==> src/rtl/spinand_pe_pkg.sv <==
// Package: command codes, status bit positions and the state/frame types
// shared by the sequencer and its helpers.
package spinand_pe_pkg;

    localparam logic [7:0] OPC_CACHE_LOAD = 8'h02;
    localparam logic [7:0] OPC_WR_EN      = 8'h06;
    localparam logic [7:0] OPC_COMMIT     = 8'h10;
    localparam logic [7:0] OPC_BLK_ERASE  = 8'hD8;
    localparam logic [7:0] OPC_GET_REG    = 8'h0F;
    localparam logic [7:0] REG_STATUS     = 8'hC0;
    localparam logic [7:0] FILL_BYTE      = 8'h00;

    localparam int STS_BUSY_BIT  = 0;
    localparam int STS_EFAIL_BIT = 2;
    localparam int STS_PFAIL_BIT = 3;

    typedef enum logic [2:0] {
        FR_LOAD,
        FR_WREN,
        FR_COMMIT,
        FR_ERASE,
        FR_POLL
    } frame_e;

    typedef enum logic [1:0] {
        ST_IDLE,
        ST_SEND,
        ST_GAP,
        ST_FIN
    } state_e;

endpackage

==> src/rtl/spinand_pe_cmdgen.sv <==
// Byte selector: for the current frame and byte index, returns the byte to
// shift, whether it is a source data byte, and whether it ends the frame.
// Assumes the page is 2**PAGE_SHIFT bytes and a block is 2**BLK_SHIFT pages.
module spinand_pe_cmdgen
    import spinand_pe_pkg::*;
#(
    parameter int ADDR_W     = 32,
    parameter int BLK_W      = 16,
    parameter int LEN_W      = 12,
    parameter int IDX_W      = 13,
    parameter int PAGE_SHIFT = 11,
    parameter int BLK_SHIFT  = 6
) (
    input  frame_e             frame_i,
    input  logic [IDX_W-1:0]   idx_i,
    input  logic [ADDR_W-1:0]  addr_i,
    input  logic [BLK_W-1:0]   blk_i,
    input  logic [LEN_W-1:0]   len_i,
    input  logic [7:0]         src_data_i,
    output logic [7:0]         byte_o,
    output logic               is_data_o,
    output logic               last_o
);
    localparam int HDR_BYTES = 3;

    logic [23:0]      row;
    logic [15:0]      col;
    logic [IDX_W-1:0] total;

    // Row and column fields derived from the latched arguments.
    always_comb begin
        col = 16'(addr_i[PAGE_SHIFT-1:0]);
        if (frame_i == FR_ERASE) row = 24'(blk_i) << BLK_SHIFT;
        else                     row = 24'(addr_i >> PAGE_SHIFT);
    end

    // Byte and frame-length selection per frame kind.
    always_comb begin
        byte_o    = FILL_BYTE;
        is_data_o = 1'b0;
        total     = IDX_W'(1);
        case (frame_i)
            FR_LOAD: begin
                total = IDX_W'(len_i) + IDX_W'(HDR_BYTES);
                if (idx_i == IDX_W'(0))      byte_o = OPC_CACHE_LOAD;
                else if (idx_i == IDX_W'(1)) byte_o = col[15:8];
                else if (idx_i == IDX_W'(2)) byte_o = col[7:0];
                else begin
                    byte_o    = src_data_i;
                    is_data_o = 1'b1;
                end
            end
            FR_WREN: byte_o = OPC_WR_EN;
            FR_COMMIT, FR_ERASE: begin
                total = IDX_W'(4);
                if (idx_i == IDX_W'(0))      byte_o = (frame_i == FR_ERASE) ? OPC_BLK_ERASE : OPC_COMMIT;
                else if (idx_i == IDX_W'(1)) byte_o = row[23:16];
                else if (idx_i == IDX_W'(2)) byte_o = row[15:8];
                else                         byte_o = row[7:0];
            end
            FR_POLL: begin
                total = IDX_W'(3);
                if (idx_i == IDX_W'(0))      byte_o = OPC_GET_REG;
                else if (idx_i == IDX_W'(1)) byte_o = REG_STATUS;
                else                         byte_o = FILL_BYTE;
            end
            default: byte_o = FILL_BYTE;
        endcase
        last_o = (idx_i == total - IDX_W'(1));
    end

endmodule

==> src/rtl/spinand_pe_verdict.sv <==
// Verdict register: takes the status byte at the end of a status read,
// reports whether the device is still busy, and keeps the fail flag of the
// last finished operation. Assumes capture_i only fires on the status byte.
module spinand_pe_verdict
    import spinand_pe_pkg::*;
(
    input  logic       clk,
    input  logic       rst_n,
    input  logic       clear_i,
    input  logic       capture_i,
    input  logic       erase_i,
    input  logic [7:0] status_i,
    output logic       dev_busy_o,
    output logic       fail_o
);
    // Device still working when its busy bit reads 1.
    always_comb dev_busy_o = status_i[STS_BUSY_BIT];

    // Fail flag: cleared at start, loaded from the per-operation bit at the end.
    always_ff @(posedge clk) begin
        if (!rst_n)                               fail_o <= 1'b0;
        else if (clear_i)                         fail_o <= 1'b0;
        else if (capture_i && !dev_busy_o)
            fail_o <= erase_i ? status_i[STS_EFAIL_BIT] : status_i[STS_PFAIL_BIT];
    end


    fail_hold_chk: assert property (@(posedge clk) disable iff (!rst_n)
        (!clear_i && !(capture_i && !dev_busy_o)) |=> $stable(fail_o));

endmodule

==> src/rtl/spinand_pe_engine.sv <==
// Program/erase sequencer for a serial NAND device. Walks the frame list of
// the chosen operation (load, write enable, commit, poll; or write enable,
// erase, poll), one byte per shifter handshake, with a one-cycle chip-select
// gap between frames. Assumes spi_ack_i is only raised while spi_req_o is high.
module spinand_pe_engine
    import spinand_pe_pkg::*;
#(
    parameter int ADDR_W     = 32,
    parameter int BLK_W      = 16,
    parameter int LEN_W      = 12,
    parameter int PAGE_SHIFT = 11,
    parameter int BLK_SHIFT  = 6
) (
    input  logic              clk,
    input  logic              rst_n,
    input  logic              start_i,
    input  logic              op_erase_i,
    input  logic [ADDR_W-1:0] addr_i,
    input  logic [BLK_W-1:0]  blk_i,
    input  logic [LEN_W-1:0]  len_i,
    input  logic [7:0]        src_data_i,
    input  logic              src_valid_i,
    output logic              src_ready_o,
    output logic              spi_cs_o,
    output logic              spi_req_o,
    output logic [7:0]        spi_tx_o,
    input  logic              spi_ack_i,
    input  logic [7:0]        spi_rx_i,
    output logic              busy_o,
    output logic              done_o,
    output logic              fail_o
);
    localparam int IDX_W = LEN_W + 1;

    state_e            state_q;
    frame_e            frame_q;
    logic [IDX_W-1:0]  idx_q;
    logic              erase_q;
    logic [ADDR_W-1:0] addr_q;
    logic [BLK_W-1:0]  blk_q;
    logic [LEN_W-1:0]  len_q;

    logic accept, fire, is_data, last, capture, dev_busy;

    spinand_pe_cmdgen #(
        .ADDR_W(ADDR_W), .BLK_W(BLK_W), .LEN_W(LEN_W), .IDX_W(IDX_W),
        .PAGE_SHIFT(PAGE_SHIFT), .BLK_SHIFT(BLK_SHIFT)
    ) i_cmdgen (
        .frame_i(frame_q), .idx_i(idx_q), .addr_i(addr_q), .blk_i(blk_q),
        .len_i(len_q), .src_data_i(src_data_i), .byte_o(spi_tx_o),
        .is_data_o(is_data), .last_o(last)
    );

    spinand_pe_verdict i_verdict (
        .clk(clk), .rst_n(rst_n), .clear_i(accept), .capture_i(capture),
        .erase_i(erase_q), .status_i(spi_rx_i), .dev_busy_o(dev_busy),
        .fail_o(fail_o)
    );

    // Handshake and status decode for the current cycle.
    always_comb begin
        accept      = start_i && (state_q == ST_IDLE);
        spi_cs_o    = (state_q == ST_SEND);
        spi_req_o   = spi_cs_o && (!is_data || src_valid_i);
        fire        = spi_req_o && spi_ack_i;
        src_ready_o = spi_cs_o && is_data && spi_ack_i;
        capture     = fire && last && (frame_q == FR_POLL);
        busy_o      = (state_q != ST_IDLE);
        done_o      = (state_q == ST_FIN);
    end

    // Argument latch: captured only when a start is accepted.
    always_ff @(posedge clk) begin
        if (!rst_n) begin
            erase_q <= 1'b0;
            addr_q  <= '0;
            blk_q   <= '0;
            len_q   <= '0;
        end else if (accept) begin
            erase_q <= op_erase_i;
            addr_q  <= addr_i;
            blk_q   <= blk_i;
            len_q   <= len_i;
        end
    end

    // Sequencer: state, current frame and byte index.
    always_ff @(posedge clk) begin
        if (!rst_n) begin
            state_q <= ST_IDLE;
            frame_q <= FR_LOAD;
            idx_q   <= '0;
        end else begin
            case (state_q)
                ST_IDLE: if (accept) begin
                    state_q <= ST_SEND;
                    frame_q <= op_erase_i ? FR_WREN : FR_LOAD;
                    idx_q   <= '0;
                end
                ST_SEND: if (fire) begin
                    if (last) begin
                        idx_q   <= '0;
                        state_q <= (capture && !dev_busy) ? ST_FIN : ST_GAP;
                    end else begin
                        idx_q <= idx_q + IDX_W'(1);
                    end
                end
                ST_GAP: begin
                    state_q <= ST_SEND;
                    case (frame_q)
                        FR_LOAD: frame_q <= FR_WREN;
                        FR_WREN: frame_q <= erase_q ? FR_ERASE : FR_COMMIT;
                        default: frame_q <= FR_POLL;
                    endcase
                end
                default: state_q <= ST_IDLE;
            endcase
        end
    end


    req_in_cs_chk: assert property (@(posedge clk) disable iff (!rst_n)
        spi_req_o |-> spi_cs_o);


    frame_gap_chk: assert property (@(posedge clk) disable iff (!rst_n)
        (fire && last) |=> !spi_cs_o);


    ready_on_ack_chk: assert property (@(posedge clk) disable iff (!rst_n)
        src_ready_o |-> (spi_ack_i && spi_cs_o && src_valid_i));


    done_single_chk: assert property (@(posedge clk) disable iff (!rst_n)
        done_o |=> !done_o);


    op_hold_chk: assert property (@(posedge clk) disable iff (!rst_n)
        (busy_o && $past(busy_o)) |-> ($stable(erase_q) && $stable(addr_q) && $stable(blk_q)));

endmodule

==> config.mk <==
export PLATFORM = sky130hd
export DESIGN_NAME = spinand_pe_engine
export DESIGN_NICKNAME = d
export VERILOG_FILES = /design/src/rtl/spinand_pe_pkg.sv /design/src/rtl/spinand_pe_cmdgen.sv /design/src/rtl/spinand_pe_verdict.sv /design/src/rtl/spinand_pe_engine.sv
export SDC_FILE = /design/constraint.sdc
export NUM_CORES = 1
export LEC_CHECK = 0
export BUFFER_PORTS_ARGS = -buffer_cell sky130_fd_sc_hd__buf_2
export CORE_UTILIZATION = 40
export CTS_CLUSTER_SIZE = 30
export DETAILED_ROUTE_END_ITERATION = 16
export SLEW_MARGIN = 0
export SYNTH_ARGS = -nofsm -noshare
export SYNTH_HDL_FRONTEND = slang
export SYNTH_HIERARCHICAL = 1
export SYNTH_SLANG_ARGS = --single-unit
==> constraint.sdc <==
create_clock -name clk -period 4.1 [get_ports clk]
set_input_delay 1.025 -clock clk [delete_from_list [all_inputs] [get_ports clk]]
set_output_delay 1.025 -clock clk [all_outputs]
set_load 0.05 [all_outputs]
# == Yosys cells after proc, flatten, opt, wreduce, memory -nomap -nowiden ==
# Cells that the tools add are included.
# op_classes
n_bitwise,1
n_mux,31
eq_ne,13
reduce_logical,22
n_addsub,3
# ops
operator,count
$mux 8,9
$mux 13,3
$pmux 13 s3,1
$pmux 8 s4,1
$pmux 13 s2,1
$mux 22,1
$add 12x2->13 const B,1
$add 13x1->13 const B,1
$eq 13x1->1 const B,1
$eq 13x13->1,1
$eq 13x2->1 const B,1
$logic_not 13->1,1
$sub 13x1->13 const B,1
$pmux 3 s2,2
$logic_and 1x1->1,8
$mux 1,8
$eq 3x2->1 const B,2
$mux 2,3
$pmux 2 s3,1
$reduce_and 3->1,2
$reduce_bool 2->1,3
$eq 2x2->1 const B,2
$ne 2x1->1 const B,2
$reduce_or 2->1,2
11 further kinds,12
# totals
in_bits,82
elab_cells,78
regBits,80
output_inout_bits,14

# == Longest topological paths before layout ==
# depth
word_depth,16
depth_mapped,17
mapped_depth_nobuf,17

# == By module ==
# The synthesis kept the hierarchy.
# modules_own_cells
mod,n_inst,cells_per_inst,area_per_inst_um2
spinand_pe_engine,1,381,3071.7
spinand_pe_cmdgen,1,219,1465.2
spinand_pe_verdict,1,7,60.1

# == Least setup slack after synthesis ==
# Ideal clock, no wire load.
# synth_timing
kind,register -> output
start,register idx_q[5]
end,output port spi_tx_o[1]
arrival_ns,3.167
path_stages_with_launch,9
required_time_ns,3.075
setup_slack_ns,-0.092
n_path_buf,1
path_cell_list,dfxtp_1 -> or4_1 -> nor4_2 -> nand3_1 -> buf_2 -> nor2_1 -> a32o_1 -> o21ai_0 -> a222oi_1
# synth_between
elab_chain_len,5
word_cells_on_any_way,11
classes_between,eq/ne: 2; mux: 8; reduce/logical: 1
# synth_lines
item,line,rtl
"start, declared",spinand_pe_engine.sv:37,logic [IDX_W-1:0] idx_q;
"start signal, assigned",spinand_pe_engine.sv:105,idx_q <= idx_q + IDX_W'(1);
$eq 13x2->1,"spinand_pe_cmdgen.sv:47, spinand_pe_cmdgen.sv:58",
"$mux 8, on equally long branches","spinand_pe_cmdgen.sv:58, spinand_pe_cmdgen.sv:47",
"$mux 8, on equally long branches","spinand_pe_cmdgen.sv:57, spinand_pe_cmdgen.sv:46",
"$mux 8, on equally long branches","spinand_pe_cmdgen.sv:56, spinand_pe_cmdgen.sv:45",
$pmux 8 s4 (*),spinand_pe_cmdgen.sv:42,case (frame_i)
"end, declared",spinand_pe_engine.sv:26,"output logic [7:0] spi_tx_o,"
# Every way passes the cells marked *; elsewhere a longest branch is shown, timed or not.

# == Worst setup path after layout ==
# layout_timing
start,register idx_q[5]
end,output port spi_tx_o[2]
# The elaborated chain is that of the path after synthesis.

==> impl_metrics.json <==
{
  "ys_ff_latch": 80,
  "antenna_cells": 0,
  "drtIter0Drc": 275,
  "status": "complete, no violations",
  "avgSynthCellArea_sq_um": 7.57,
  "gp_congestion": 0.844,
  "cp_data_required_time_ns": 3.07,
  "cts_tree": "built",
  "post-route-util": 0.498,
  "yosysSeqAreaShare": 0.348,
  "finalHoldViolations": 0,
  "wl_mm": 12.3,
  "ys_types": 73,
  "critPathArrivalTime_ns": 2.89,
  "fin_skew_ns": 0.00700,
  "port-buffer-count": 90,
  "dr_wl_met3_um": 596,
  "grt_max_degree": 68,
  "numCtsBuffers": 9,
  "clockBufferDepth": 2,
  "path_clk_slew_ns": 0.06,
  "worstSkewPairLatency_ns": 0.34,
  "relSlewSlack": 0.250,
  "crit_type": "flip-flop to primary output",
  "startpoint_type": "flip-flop",
  "synthesis.area_sq_mm": 0.00460,
  "gr-total-overflow": 0,
  "root_buffer": "clkbuf_16",
  "layout.cells.non_filler": 833,
  "synth_edf_count": 0,
  "vias": 4548,
  "maxSlewViolCount": 0,
  "drc_errors": 0,
  "cts_hold_buf": 0,
  "syn_inst": 607,
  "fmax_ghz": 0.255,
  "grt_pass1_wl_mm": 20.5,
  "die-area_sq_mm": 0.0119,
  "maxCapViolations": 0,
  "vdd_drop_max_mv": 0.188,
  "endpoint_kind": "primary output",
  "area_delta_synth_final_pct": 19.6,
  "clock-sinks": 80,
  "routed-wl-met2_mm": 5.76,
  "cp_max_fo": 21,
  "track_usage": 0.221,
  "initial_core_util": 0.417,
  "synthArstFlopShare": 0,
  "dp_hpwl_mm": 9.04,
  "hold_class": "flip-flop to flip-flop",
  "ant_nets": 0,
  "final_cell_mix": "nand2_1, buf_2, a21oi_1",
  "cts-htree-levels": 3,
  "fp.coreArea_sq_mm": 0.0110,
  "powerDensity_mw_per_mm2": 370,
  "die-width_um": 109,
  "grt_pass1_vias": 4336,
  "post_drt_wl_per_cell_um": 14.8,
  "place_inst": 816,
  "yosysWarningCount": 6,
  "hold-worst-slack_ns": 0.454,
  "layout_commonest_cell": "nand2_1",
  "ios": 96,
  "fin_setup_tns_ns": 0,
  "power.leakage_nw": 2.19,
  "worstMarginPinSlew_ns": 1.12,
  "finalCritPeriodShare": 0.956,
  "routed.top_layer": "met4",
  "drt-met1-wl_mm": 5.77,
  "antenna_found_initial": 0,
  "rows": 38,
  "drive_gt1_frac": 0.225,
  "die_h_um": 109,
  "fin_crit_ns": 3.92,
  "setup_viol": 0,
  "ys.flop_type": "dfxtp_1",
  "nets": 773,
  "synthesis.nets": 692,
  "routed_via_density": 5.46,
  "firstDrtPassIters": 5
}
cell usage after synthesis, drive strengths merged, types with 3 or more instances:
master  number  share of area
a21oi       87          0.095
a22oi        4         0.0065
a311oi       3         0.0057
a31oi        6         0.0082
and2         3         0.0041
and3         4         0.0054
buf         15          0.022
clkbuf      19          0.016
dfxtp       80           0.35
ha           3         0.0082
inv         11         0.0090
mux2         3         0.0073
mux2i       16          0.035
nand2      150           0.12
nand2b       8          0.011
nand3       11          0.012
nand4        7          0.011
nor2        29          0.024
nor2b        6         0.0082
nor3        13          0.015
nor4         7          0.012
nor4b        3         0.0057
o21a         3         0.0049
o21ai       19          0.021
o21bai       3         0.0049
o31ai        7          0.011
or2          5         0.0068
or3          8          0.011
or4          9          0.016
xnor2       20          0.038
xor2         5         0.0095
sequential cells by signal, indices dropped and copies added, names as in the netlist:
signal,count
addr_q,32
blk_q,16
idx_q,13
len_q,12
frame_q,3
state_q,2
erase_q,1
i_verdict/fail_o,1
stage by stage:
| stage | cell area, sq um | total power, mW | setup WS, ns |
|---|---|---|---|
| finish | 5500 | 2.04 | 0.180 |
| global placement | 5170 | 1.23 | 0.345 |
| floorplan | 4620 | 1.12 | -0.0258 |
| CTS | 5470 | 2.06 | 0.0334 |
| global route | 5500 | 2.13 | -0.0203 |
| detailed placement | 5170 | 1.24 | 0.364 |
critical path, cell delays in order (launching register included):
cell     delay (ns)
dfxtp_2        0.36
or4_4          0.59
nor4_4         0.22
nand3_2        0.13
buf_6          0.21
mux2i_1        0.16
o21ai_0        0.09
a21oi_1        0.15
nor3_1         0.05
or3_1          0.36
buf_2          0.22
final timing paths:
path / from / to / slack (ns) / cells past startpoint
setup / recovery: idx_q[5]$_SDFFE_PN0P_ / spi_tx_o[2] / 0.18 / 10
hold / removal: addr_q[4]$_SDFFE_PN0P_ / addr_q[4]$_SDFFE_PN0P_ / 0.45 / 2
setup reg to reg: len_q[0]$_SDFFE_PN0P_ / i_verdict/fail_o$_SDFFE_PP0P_ / 0.42 / 17
hold reg to reg: addr_q[4]$_SDFFE_PN0P_ / addr_q[4]$_SDFFE_PN0P_ / 0.45 / 2
timing repair:
item	4_1_cts	5_1_grt
setup endpoints to repair	1	14
buffers inserted	0	1
pin swaps	0	1
gates resized for setup	1	6
cell type report:
type / instances / area [sq um]
Clock inverter: 7 / 76.3
Multi-Input combinational cell: 482 / 2810
Fill cell: 1141 / 5530
Inverter: 11 / 41.3
Tap cell: 140 / 175
Clock buffer: 9 / 225
Sequential cell: 80 / 1610
Timing Repair Buffer: 104 / 562
per-layer routing:
layer | vias to the layer above | global-route usage
li1 | 2313 | -
met1 | 2105 | 0.294
met2 | 114 | 0.357
met3 | 16 | 0.0430
met4 | 0 | 0.0752
met5 | - | 0
cells by family (layout without fill, tap and decap cells):
family | Yosys count | in the layout | synth area share
fa+ha+maj | 3 | 3 | 0.00817
compound gates | 158 | 158 | 0.209
xor+xnor | 25 | 25 | 0.0476
mux | 21 | 21 | 0.0520
buf+inv | 45 | 131 | 0.0463
simple gates | 275 | 275 | 0.288
flops | 80 | 80 | 0.348
power by group:
group | switching (mW) | leakage, nW | internal (mW)
Combinational | 0.221 | 1.39 | 0.141
Sequential | 0.0382 | 0.657 | 0.820
Clock | 0.339 | 0.143 | 0.477
No activity file was read; power rests on OpenSTA's default activity.
